<file path="src/rtl/mrd_pkg.sv">
package mrd_pkg;

    localparam int NUM_RATIOS = 6;
    localparam int CODE_W     = 3;

    typedef logic [CODE_W-1:0] ratio_code_t;

    localparam ratio_code_t CODE_192     = 3'd1;
    localparam ratio_code_t CODE_768     = 3'd5;
    localparam ratio_code_t CODE_NOMATCH = 3'd6;

    typedef enum logic [1:0] {
        ST_IDLE,
        ST_PRIME,
        ST_CONFIRM,
        ST_LOCKED
    } det_state_e;

    function automatic int ratio_value(input int idx);
        case (idx)
            0:       return 128;
            1:       return 192;
            2:       return 256;
            3:       return 384;
            4:       return 512;
            default: return 768;
        endcase
    endfunction

endpackage

</file>
<file path="src/rtl/mrd_wclk_sync.sv">
module mrd_wclk_sync #(
    parameter int SYNC_STAGES = 2
) (
    input  logic clk,
    input  logic rst_n,
    input  logic wclk_async,
    output logic rise_o
);

    localparam int CHAIN_W = SYNC_STAGES + 1;

    logic [CHAIN_W-1:0] chain_q;

    always_ff @(posedge clk or negedge rst_n) begin
        if (!rst_n) begin
            chain_q <= '0;
        end else begin
            chain_q[0] <= wclk_async;
            for (int i = 1; i < CHAIN_W; i++) begin
                chain_q[i] <= chain_q[i-1];
            end
        end
    end

    assign rise_o = chain_q[SYNC_STAGES-1] & ~chain_q[SYNC_STAGES];

endmodule

</file>
<file path="src/rtl/mrd_period_counter.sv">
module mrd_period_counter #(
    parameter int CNT_W = 11
) (
    input  logic             clk,
    input  logic             rst_n,
    input  logic             rise_i,
    output logic [CNT_W-1:0] period_cnt_o,
    output logic             period_done_o
);

    localparam logic [CNT_W-1:0] CNT_MAX = '1;

    logic [CNT_W-1:0] run_q;

    always_ff @(posedge clk or negedge rst_n) begin
        if (!rst_n) begin
            run_q         <= '0;
            period_cnt_o  <= '0;
            period_done_o <= 1'b0;
        end else if (rise_i) begin
            period_cnt_o  <= run_q;
            period_done_o <= 1'b1;
            run_q         <= CNT_W'(1);
        end else begin
            period_done_o <= 1'b0;
            if (run_q != CNT_MAX) begin
                run_q <= run_q + 1'b1;
            end
        end
    end

    // every synchronised rising edge yields a completed measurement
    p_done_follows_rise_r1: assert property (@(posedge clk) disable iff (!rst_n)
        rise_i |=> period_done_o);

endmodule

</file>
<file path="src/rtl/mrd_ratio_classifier.sv">
module mrd_ratio_classifier
    import mrd_pkg::*;
#(
    parameter int CNT_W = 11,
    parameter int TOL   = 32
) (
    input  logic [CNT_W-1:0] cnt_i,
    output ratio_code_t      cls_o
);

    logic [NUM_RATIOS-1:0] hit;

    for (genvar g = 0; g < NUM_RATIOS; g++) begin : g_win
        localparam int LO = ratio_value(g) - TOL;
        localparam int HI = ratio_value(g) + TOL;
        assign hit[g] = (32'(cnt_i) >= LO) && (32'(cnt_i) <= HI);
    end

    always_comb begin
        cls_o = CODE_NOMATCH;
        for (int i = NUM_RATIOS - 1; i >= 0; i--) begin
            if (hit[i]) begin
                cls_o = ratio_code_t'(i);
            end
        end
    end

endmodule

</file>
<file path="src/rtl/mclk_ratio_detect.sv">
module mclk_ratio_detect
    import mrd_pkg::*;
#(
    parameter int CNT_W       = 11,
    parameter int TOL         = 32,
    parameter int SYNC_STAGES = 2
) (
    input  logic       clk,
    input  logic       rst_n,
    input  logic       wclk,
    input  logic       master_mode,
    input  logic [2:0] rate_sel,
    input  logic       adc_active,
    input  logic       adc_osr_force,
    output logic [2:0] ratio_code,
    output logic       dac_osr_64,
    output logic       adc_osr_64,
    output logic       ratio_err
);

    logic             wclk_rise;
    logic [CNT_W-1:0] period_cnt;
    logic             period_done;
    ratio_code_t      cls;

    det_state_e  state_q, state_d;
    ratio_code_t cand_q, det_q;

    mrd_wclk_sync #(.SYNC_STAGES(SYNC_STAGES)) u_sync (
        .clk        (clk),
        .rst_n      (rst_n),
        .wclk_async (wclk),
        .rise_o     (wclk_rise)
    );

    mrd_period_counter #(.CNT_W(CNT_W)) u_count (
        .clk           (clk),
        .rst_n         (rst_n),
        .rise_i        (wclk_rise),
        .period_cnt_o  (period_cnt),
        .period_done_o (period_done)
    );

    mrd_ratio_classifier #(.CNT_W(CNT_W), .TOL(TOL)) u_class (
        .cnt_i (period_cnt),
        .cls_o (cls)
    );

    // next-state logic
    always_comb begin
        state_d = state_q;
        if (master_mode) begin
            state_d = ST_IDLE;
        end else if (period_done) begin
            unique case (state_q)
                ST_IDLE:    state_d = ST_PRIME;
                ST_PRIME:   state_d = ST_CONFIRM;
                ST_CONFIRM: state_d = (cls == cand_q) ? ST_LOCKED : ST_CONFIRM;
                ST_LOCKED:  state_d = (cls == det_q) ? ST_LOCKED : ST_CONFIRM;
            endcase
        end
    end

    // state register
    always_ff @(posedge clk or negedge rst_n) begin
        if (!rst_n) begin
            state_q <= ST_IDLE;
        end else begin
            state_q <= state_d;
        end
    end

    // candidate and committed class
    always_ff @(posedge clk or negedge rst_n) begin
        if (!rst_n) begin
            cand_q <= CODE_768;
            det_q  <= CODE_768;
        end else if (!master_mode && period_done) begin
            unique case (state_q)
                ST_IDLE: ;
                ST_PRIME: cand_q <= cls;
                ST_CONFIRM: begin
                    if (cls == cand_q) begin
                        det_q <= cls;
                    end else begin
                        cand_q <= cls;
                    end
                end
                ST_LOCKED: begin
                    if (cls != det_q) begin
                        cand_q <= cls;
                    end
                end
            endcase
        end
    end

    // outputs
    logic slave_miss;
    logic master_bad;

    always_comb begin
        slave_miss = (det_q == CODE_NOMATCH);
        master_bad = (rate_sel > CODE_768);
        if (master_mode) begin
            ratio_code = master_bad ? CODE_768 : rate_sel;
        end else begin
            ratio_code = slave_miss ? CODE_768 : det_q;
        end
        dac_osr_64 = (ratio_code <= CODE_192);
        adc_osr_64 = adc_osr_force;
        ratio_err  = (master_mode ? master_bad : slave_miss)
                   | (adc_active & dac_osr_64);
    end

    // committed class changes only on an agreeing period while confirming
    p_commit_on_agree_r4: assert property (@(posedge clk) disable iff (!rst_n)
        (det_q != $past(det_q)) |->
            ($past(state_q) == ST_CONFIRM && $past(period_done) && !$past(master_mode)));

    // outside master mode and without the ADC, an error means the default ratio
    p_default_code_r3: assert property (@(posedge clk) disable iff (!rst_n)
        (!master_mode && !adc_active && ratio_err) |-> (ratio_code == CODE_768));

    // master mode output does not move while the rate field is steady
    p_master_steady_r5: assert property (@(posedge clk) disable iff (!rst_n)
        (master_mode && $past(master_mode) && $stable(rate_sel)) |-> $stable(ratio_code));

    // a low ratio with the ADC active is always flagged
    p_adc_low_ratio_r7: assert property (@(posedge clk) disable iff (!rst_n)
        (adc_active && ratio_code <= CODE_192) |-> ratio_err);

    // 64 fs DAC oversampling only for the two lowest ratios
    p_dac_osr_r6: assert property (@(posedge clk) disable iff (!rst_n)
        dac_osr_64 |-> (ratio_code <= CODE_192));

endmodule

</file>
<file path="config.mk">
export PLATFORM = sky130hd
export DESIGN_NAME = mclk_ratio_detect
export DESIGN_NICKNAME = d
export VERILOG_FILES = /design/src/rtl/mrd_pkg.sv /design/src/rtl/mrd_wclk_sync.sv /design/src/rtl/mrd_period_counter.sv /design/src/rtl/mrd_ratio_classifier.sv /design/src/rtl/mclk_ratio_detect.sv
export SDC_FILE = /design/constraint.sdc
export NUM_CORES = 1
export LEC_CHECK = 0
export BUFFER_PORTS_ARGS = -buffer_cell sky130_fd_sc_hd__buf_2
export CORE_MARGIN = 4
export CORE_UTILIZATION = 53
export DETAILED_ROUTE_END_ITERATION = 8
export PLACE_DENSITY = 0.75
export SYNTH_ARGS = -nofsm -noshare
export SYNTH_HDL_FRONTEND = slang
export SYNTH_HIERARCHICAL = 1
export SYNTH_SLANG_ARGS = --single-unit
</file>
<file path="constraint.sdc">
create_clock -name clk -period 2.8 [get_ports clk]
set_clock_uncertainty 0.05 [all_clocks]
set_input_delay 0.28 -clock clk [delete_from_list [all_inputs] [get_ports clk]]
set_output_delay 0.28 -clock clk [all_outputs]
set_load 0.01 [all_outputs]
</file>
======== Yosys cells after proc, flatten, opt, wreduce, memory -nomap -nowiden ========
Index checks and enable logic that the tools add are counted.
word-level totals
  flip-flop bits (word level) ............. 34
  output and inout port bits .............. 6
  word-level logic and storage cells ...... 71
operators by class
  add/sub/neg operators ................... 1
  order comparisons ....................... 14
  equality and inequality tests ........... 10
  multiplexer cells ....................... 21
  bitwise gates (word level) .............. 4
  reduce and logical (&&, ||, !) cells .... 14
operator list
  cell                                                   number
  2-to-1 mux 3 bit                                       9
  >= comparator 11 x 8 -> 1 bit, second input constant   2
  >= comparator 11 x 9 -> 1 bit, second input constant   2
  <= comparator 11 x 10 -> 1 bit, second input constant  2
  <= comparator 11 x 8 -> 1 bit, second input constant   2
  <= comparator 11 x 9 -> 1 bit, second input constant   2
  2-to-1 mux 11 bit                                      2
  adder 11 x 1 -> 11 bit, second input constant          1
  >= comparator 11 x 10 -> 1 bit, second input constant  1
  >= comparator 11 x 7 -> 1 bit, second input constant   1
  != test 11 bit, second input constant                  1
  case mux 3 bit (3 select lines)                        1
  2-to-1 mux 2 bit                                       4
  case mux 2 bit (4 select lines)                        1
  logical AND 1 bit                                      7
  equality test 3 bit                                    2
  equality test 2 bit, second input constant             2
  2-to-1 mux 1 bit                                       4
  != test 2 bit, second input constant                   2
  AND reduction 4 bit                                    1
  nonzero test 2 bit                                     2
  equality test 3 bit, second input constant             1
  > comparator 3 bit, second input constant              1
  <= comparator 3 x 1 -> 1 bit, second input constant    1
  other kinds (9)                                        10

======== Logic depth before layout (Yosys ltp) ========
  depth after elaboration ................. 13
  mapped depth ............................ 9
  gate-level depth less buffers ........... 8

======== By module ========
The synthesis kept the hierarchy.
modules (own cells, without submodules)
  module                times used  cells each  area an instance (µm²)  seq. area each (µm²)
  mrd_period_counter    1           88          1074.8                  575.6
  mclk_ratio_detect     1           50          553.0                   205.2
  mrd_ratio_classifier  1           32          205.2                   0.0
  mrd_wclk_sync         1           4           88.8                    75.1

======== Worst setup path before layout ========
Ideal clock, no wire load.
  kind .................................... flip-flop to flip-flop
  start ................................... reg u_count.period_cnt_o[0]
  end ..................................... reg cand_q[1]
  library setup time ...................... 128 ps
  arrival ................................. 2581 ps
  slack ................................... 41 ps
  cell stages (with the launch flop) ...... 9
  buffers on the path ..................... 0
  clock period less this slack ............ 2759 ps
  cells stage by stage .................... dfrtp_1 or4_4 o21ai_1 o221ai_1 a32oi_1 xor2_1 or3_4 a22oi_4 mux2_1
between the ends
  word-level cells in the longest chain between the ends .. 11
RTL lines
  item                                                                              line                                              RTL
  from (decl)                                                                       mrd_period_counter.sv:7                           output logic [CNT_W-1:0] period_cnt_o,
  from (signal assigned)                                                            mrd_period_counter.sv:21                          period_cnt_o <= run_q;
  >= comparator 11 x 10 -> 1 bit or <= comparator 11 x 10 -> 1 bit (tied branches)  mrd_ratio_classifier.sv:16                        assign hit[g] = (32'(cnt_i) >= LO) && (32'(cnt_i) <= HI);
  logical AND 1 bit                                                                 mrd_ratio_classifier.sv:16
  2-to-1 mux 2 bit (2 in series)                                                    mrd_ratio_classifier.sv:22                        if (hit[i]) begin
  2-to-1 mux 3 bit (3 in series)                                                    mrd_ratio_classifier.sv:22
  2-to-1 mux 3 bit (*)                                                              mrd_ratio_classifier.sv:22
  via cls[0]                                                                        mclk_ratio_detect.sv:24                           ratio_code_t cls;
  != test 3 bit or equality test 3 bit (tied branches)                              mclk_ratio_detect.sv:90, mclk_ratio_detect.sv:83
  != test 2 bit (no source line)                                                    -
  AND reduction 4 bit (no source line) (*)                                          -
  to (signal assigned)                                                              mclk_ratio_detect.sv:81                           ST_PRIME: cand_q <= cls;
  to (signal assigned)                                                              mclk_ratio_detect.sv:86                           cand_q <= cls;
  to (signal assigned)                                                              mclk_ratio_detect.sv:91                           cand_q <= cls;
  to (decl)                                                                         mclk_ratio_detect.sv:27                           ratio_code_t cand_q, det_q;
The timed path passes the listed nets; every way through them passes the cells marked *. The select of a mux whose other input is x is not followed.
A chain may end at the register's enable or synchronous reset.

======== Worst setup path in the final report ========
  start ................................... reg u_count.period_cnt_o[0]
  end ..................................... reg cand_q[1]
between the ends
  word-level cells in the longest chain between the ends .. 11
RTL lines
  item                                                                              line
  >= comparator 11 x 10 -> 1 bit or <= comparator 11 x 10 -> 1 bit (tied branches)  mrd_ratio_classifier.sv:16
  logical AND 1 bit                                                                 mrd_ratio_classifier.sv:16
  2-to-1 mux 2 bit (2 in series)                                                    mrd_ratio_classifier.sv:22
  2-to-1 mux 3 bit (3 in series)                                                    mrd_ratio_classifier.sv:22
  2-to-1 mux 3 bit (*)                                                              mrd_ratio_classifier.sv:22
  via cls[1]                                                                        mclk_ratio_detect.sv:24
  != test 3 bit or equality test 3 bit (tied branches)                              mclk_ratio_detect.sv:90, mclk_ratio_detect.sv:83
  != test 2 bit (no source line)                                                    -
  AND reduction 4 bit (no source line)                                              -
Marked as above.

==> impl_metrics.tcl <==
set metrics [dict create \
    die-area_sq_um 4650 \
    clk_latency_ns 0.34 \
    coreArea_sq_um 3420 \
    required_ns 2.99 \
    violations "negative setup slack" \
    powerDensity_nw_per_um2 535 \
    cts_made_buffers 5 \
    async_reset_ff_share_pct 100 \
    yosysSeqAreaShare_pct 44.5 \
    clk_pin_slew_ns 0.11 \
    ir_drop_mv 0.334 \
    numClockSinks 34 \
    netlist_area_sq_um 1920 \
    p_leak_nw 0.940 \
    layout_setup_ws_ns -0.0102 \
    crit_arrival_ns 3.00 \
    hpwl_microns 2760 \
    via_per_inst 6.05 \
    cts-root-buf "clkbuf_4" \
    synth_top_area_share_pct 39.1 \
    nNetsFinal 205 \
    rr_startpoint "u_count/period_cnt_o[0]" \
    synth_cell_types 56 \
    wl_per_cell_microns 16.5 \
    ys_warn_count 6 \
    finalCritPeriodShare_pct 100 \
    min_path_cells 2 \
    instances_no_fill 242 \
    die_w_microns 68.2 \
    mostFrequentLayoutCells "dfrtp_1, nor2_1, buf_2" \
    die_y_microns 68.2 \
    synth_flop_cell "dfrtp_1" \
    slew_headroom_pct 50.6 \
    pre_cts_ws_ns -0.126 \
    grt_max_degree 35 \
    io_buffers 12 \
    synth_edf_count 0 \
    crit_start "u_count/period_cnt_o[0]" \
    initial_utilization_pct 56.3 \
    tightest_slew_ns 0.741 \
    cts_tree "yes" \
    cp_max_fo 3 \
    cap_violations 0 \
    avgSynthCellArea_sq_um 11.0 \
    drcViolationCount 0 \
    clockBufferDepth 2 \
    cp-end-kind "flop" \
    totalPowerFinal_w 0.00117 \
    track_usage_pct 19.0 \
    synth_seq_cells 34 \
    syn_to_final_growth_pct 14.1 \
    crit_type "reg2reg" \
    globalRouteOverflowTotal 0 \
    start_kind "flop" \
    worst_hold_startpoint "master_mode" \
    grt_pass1_wl_microns 6470 \
    synth.largest_area_cell "dfrtp_1" \
    synth_fp_nets 184 \
    htreeDepth 2 \
    hold_viol_final 0 \
    fmax_ghz 0.356 \
    drtPass1Iterations 4 \
    synth_area_leaders "dfrtp_1, dfstp_2, mux2_2, mux2_1, mux2_4" \
    io_pins 15 \
    antenna_cells 0 \
    status "finished, violations left" \
    mostFrequentLayoutCell "dfrtp_1" \
    wl_microns 4000 \
    ant_nets 0 \
    drt_iter0_markers 43 \
    period_needed_ns 2.81 \
    layout-drive-gt1-share_pct 34.7 \
    antenna_found_initial 0 \
    slew_violations 0 \
    final-setup-viol-count 1 \
    vias 1463 \
    gp_congestion 0.888 \
    reg2reg_depth 8 \
    synthCells 174 \
    dp.cells 228 \
    num_rows 21 \
    rsz0062_at_grt "true" \
    hp-class "in2reg" \
    grt_pass1_vias 1415 \
]
==> path summary, 6_finish.rpt <==
check / endpoint / slack (ns)
min: state_q[1] / 0.24
min in group asynchronous: u_sync/chain_q[2] / 0.48
max reg2reg: cand_q[1] / -0.01
max: cand_q[1] / -0.01
min reg2reg: u_sync/chain_q[1] / 0.31
max in group asynchronous: u_count/period_cnt_o[2] / 1.74
==> worst max-delay path, cell delays in order (launching register included) <==
cell and delay, ns:
dfrtp_1 0.39, or4_4 0.57, and4bb_1 0.31, o22ai_2 0.10, and3_4 0.19, xor2_2 0.15
or3_4 0.41, a22oi_4 0.23, mux2_4 0.32
==> repair_timing <==
| action | in CTS | in global routing |
|---|---|---|
| buffers inserted | 1 | 3 |
| setup endpoints to repair | 6 | 4 |
| pin swaps | 9 | 2 |
| hold endpoints to repair | 31 | 0 |
| cloned | 0 | 0 |
| gates resized for setup | 7 | 3 |
| hold buffers | 2 | 0 |
==> final cells by class <==
type	instances	area (sq um)
inverter	3	11.3
tap	46	57.6
clock buffer	7	55.1
fill	279	1220
sequential	34	856
multi-input combinational	129	1070
clock inverter	1	5.00
timing repair buffer	22	140
==> cells by family (layout without fill, tap and decap cells) <==
logic type	after synthesis	in the layout	share of synthesized area [%]
DFF	34	34	44.5
adders and majority gates	1	1	0.651
xor gates and xnor gates	6	6	2.73
muxes	24	24	14.6
AOI/OAI and AO/OA	36	36	14.1
and+or+nand+nor	62	62	20.6
buffers and inverters	11	33	2.67
==> routing by layer <==
layer  vias up  routed length, microns  global-route usage [%]
li1        691                       -                       -
met1       696                    1670                    23.6
met2        60                    1940                    29.5
met3        16                     240                    5.58
met4         0                     150                    10.9
met5         -                       0                       0
==> stage by stage <==
step | utilization (%) | instance area [sq um] | hold slack, ns | TNS [ns]
finish | 64.2 | 2190 | 0.238 | -0.0102
global route | 64.2 | 2190 | 0.249 | -0.232
CTS | 63.1 | 2150 | 0.224 | 0
detailed placement | 59.4 | 2030 | 0.300 | -0.373
global placement | 59.4 | 2030 | 0.295 | 0
floorplan | - | 1920 | -0.0656 | 0
==> registers in the layout, summed over array words and instances, names as in the netlist <==
| register | flops |
|---|---|
| cand_q | 3 |
| u_count/run_q | 11 |
| u_sync/chain_q | 3 |
| u_count/period_cnt_o | 11 |
| det_q | 3 |
| state_q | 2 |
| u_count/period_done_o | 1 |
==> report_power, final <==
| group | switching, W | internal [W] | total [W] | leakage (nW) |
|---|---|---|---|---|
| Clock | 0.000162 | 0.000122 | 0.000283 | 0.0353 |
| Combinational | 0.000109 | 0.000138 | 0.000247 | 0.470 |
| Sequential | 0.0000815 | 0.000563 | 0.000644 | 0.435 |
| Total | 0.000352 | 0.000822 | 0.00117 | 0.940 |
==> cells in the mapped netlist, types with 2 or more instances <==
| library cell | n |
|---|---|
| mux2_2 | 9 |
| xor2_1 | 3 |
| nand2b_1 | 3 |
| mux2_4 | 4 |
| and3_1 | 4 |
| buf_4 | 2 |
| buf_2 | 2 |
| nor2b_1 | 8 |
| nand3_1 | 4 |
| o21ai_0 | 2 |
| nor3_1 | 2 |
| a311oi_1 | 3 |
| mux2_1 | 8 |
| inv_1 | 3 |
| nand4_1 | 2 |
| o211ai_1 | 2 |
| dfrtp_1 | 30 |
| nand2_1 | 8 |
| dfstp_2 | 4 |
| nand3_2 | 2 |
| a31oi_1 | 5 |
| nor2_1 | 12 |
| mux2i_1 | 3 |
| xnor2_1 | 3 |
| a211oi_1 | 4 |
| clkbuf_1 | 4 |
| and2_1 | 3 |
| a21oi_1 | 7 |
Note: power is estimated with default switching activity, not from simulation.
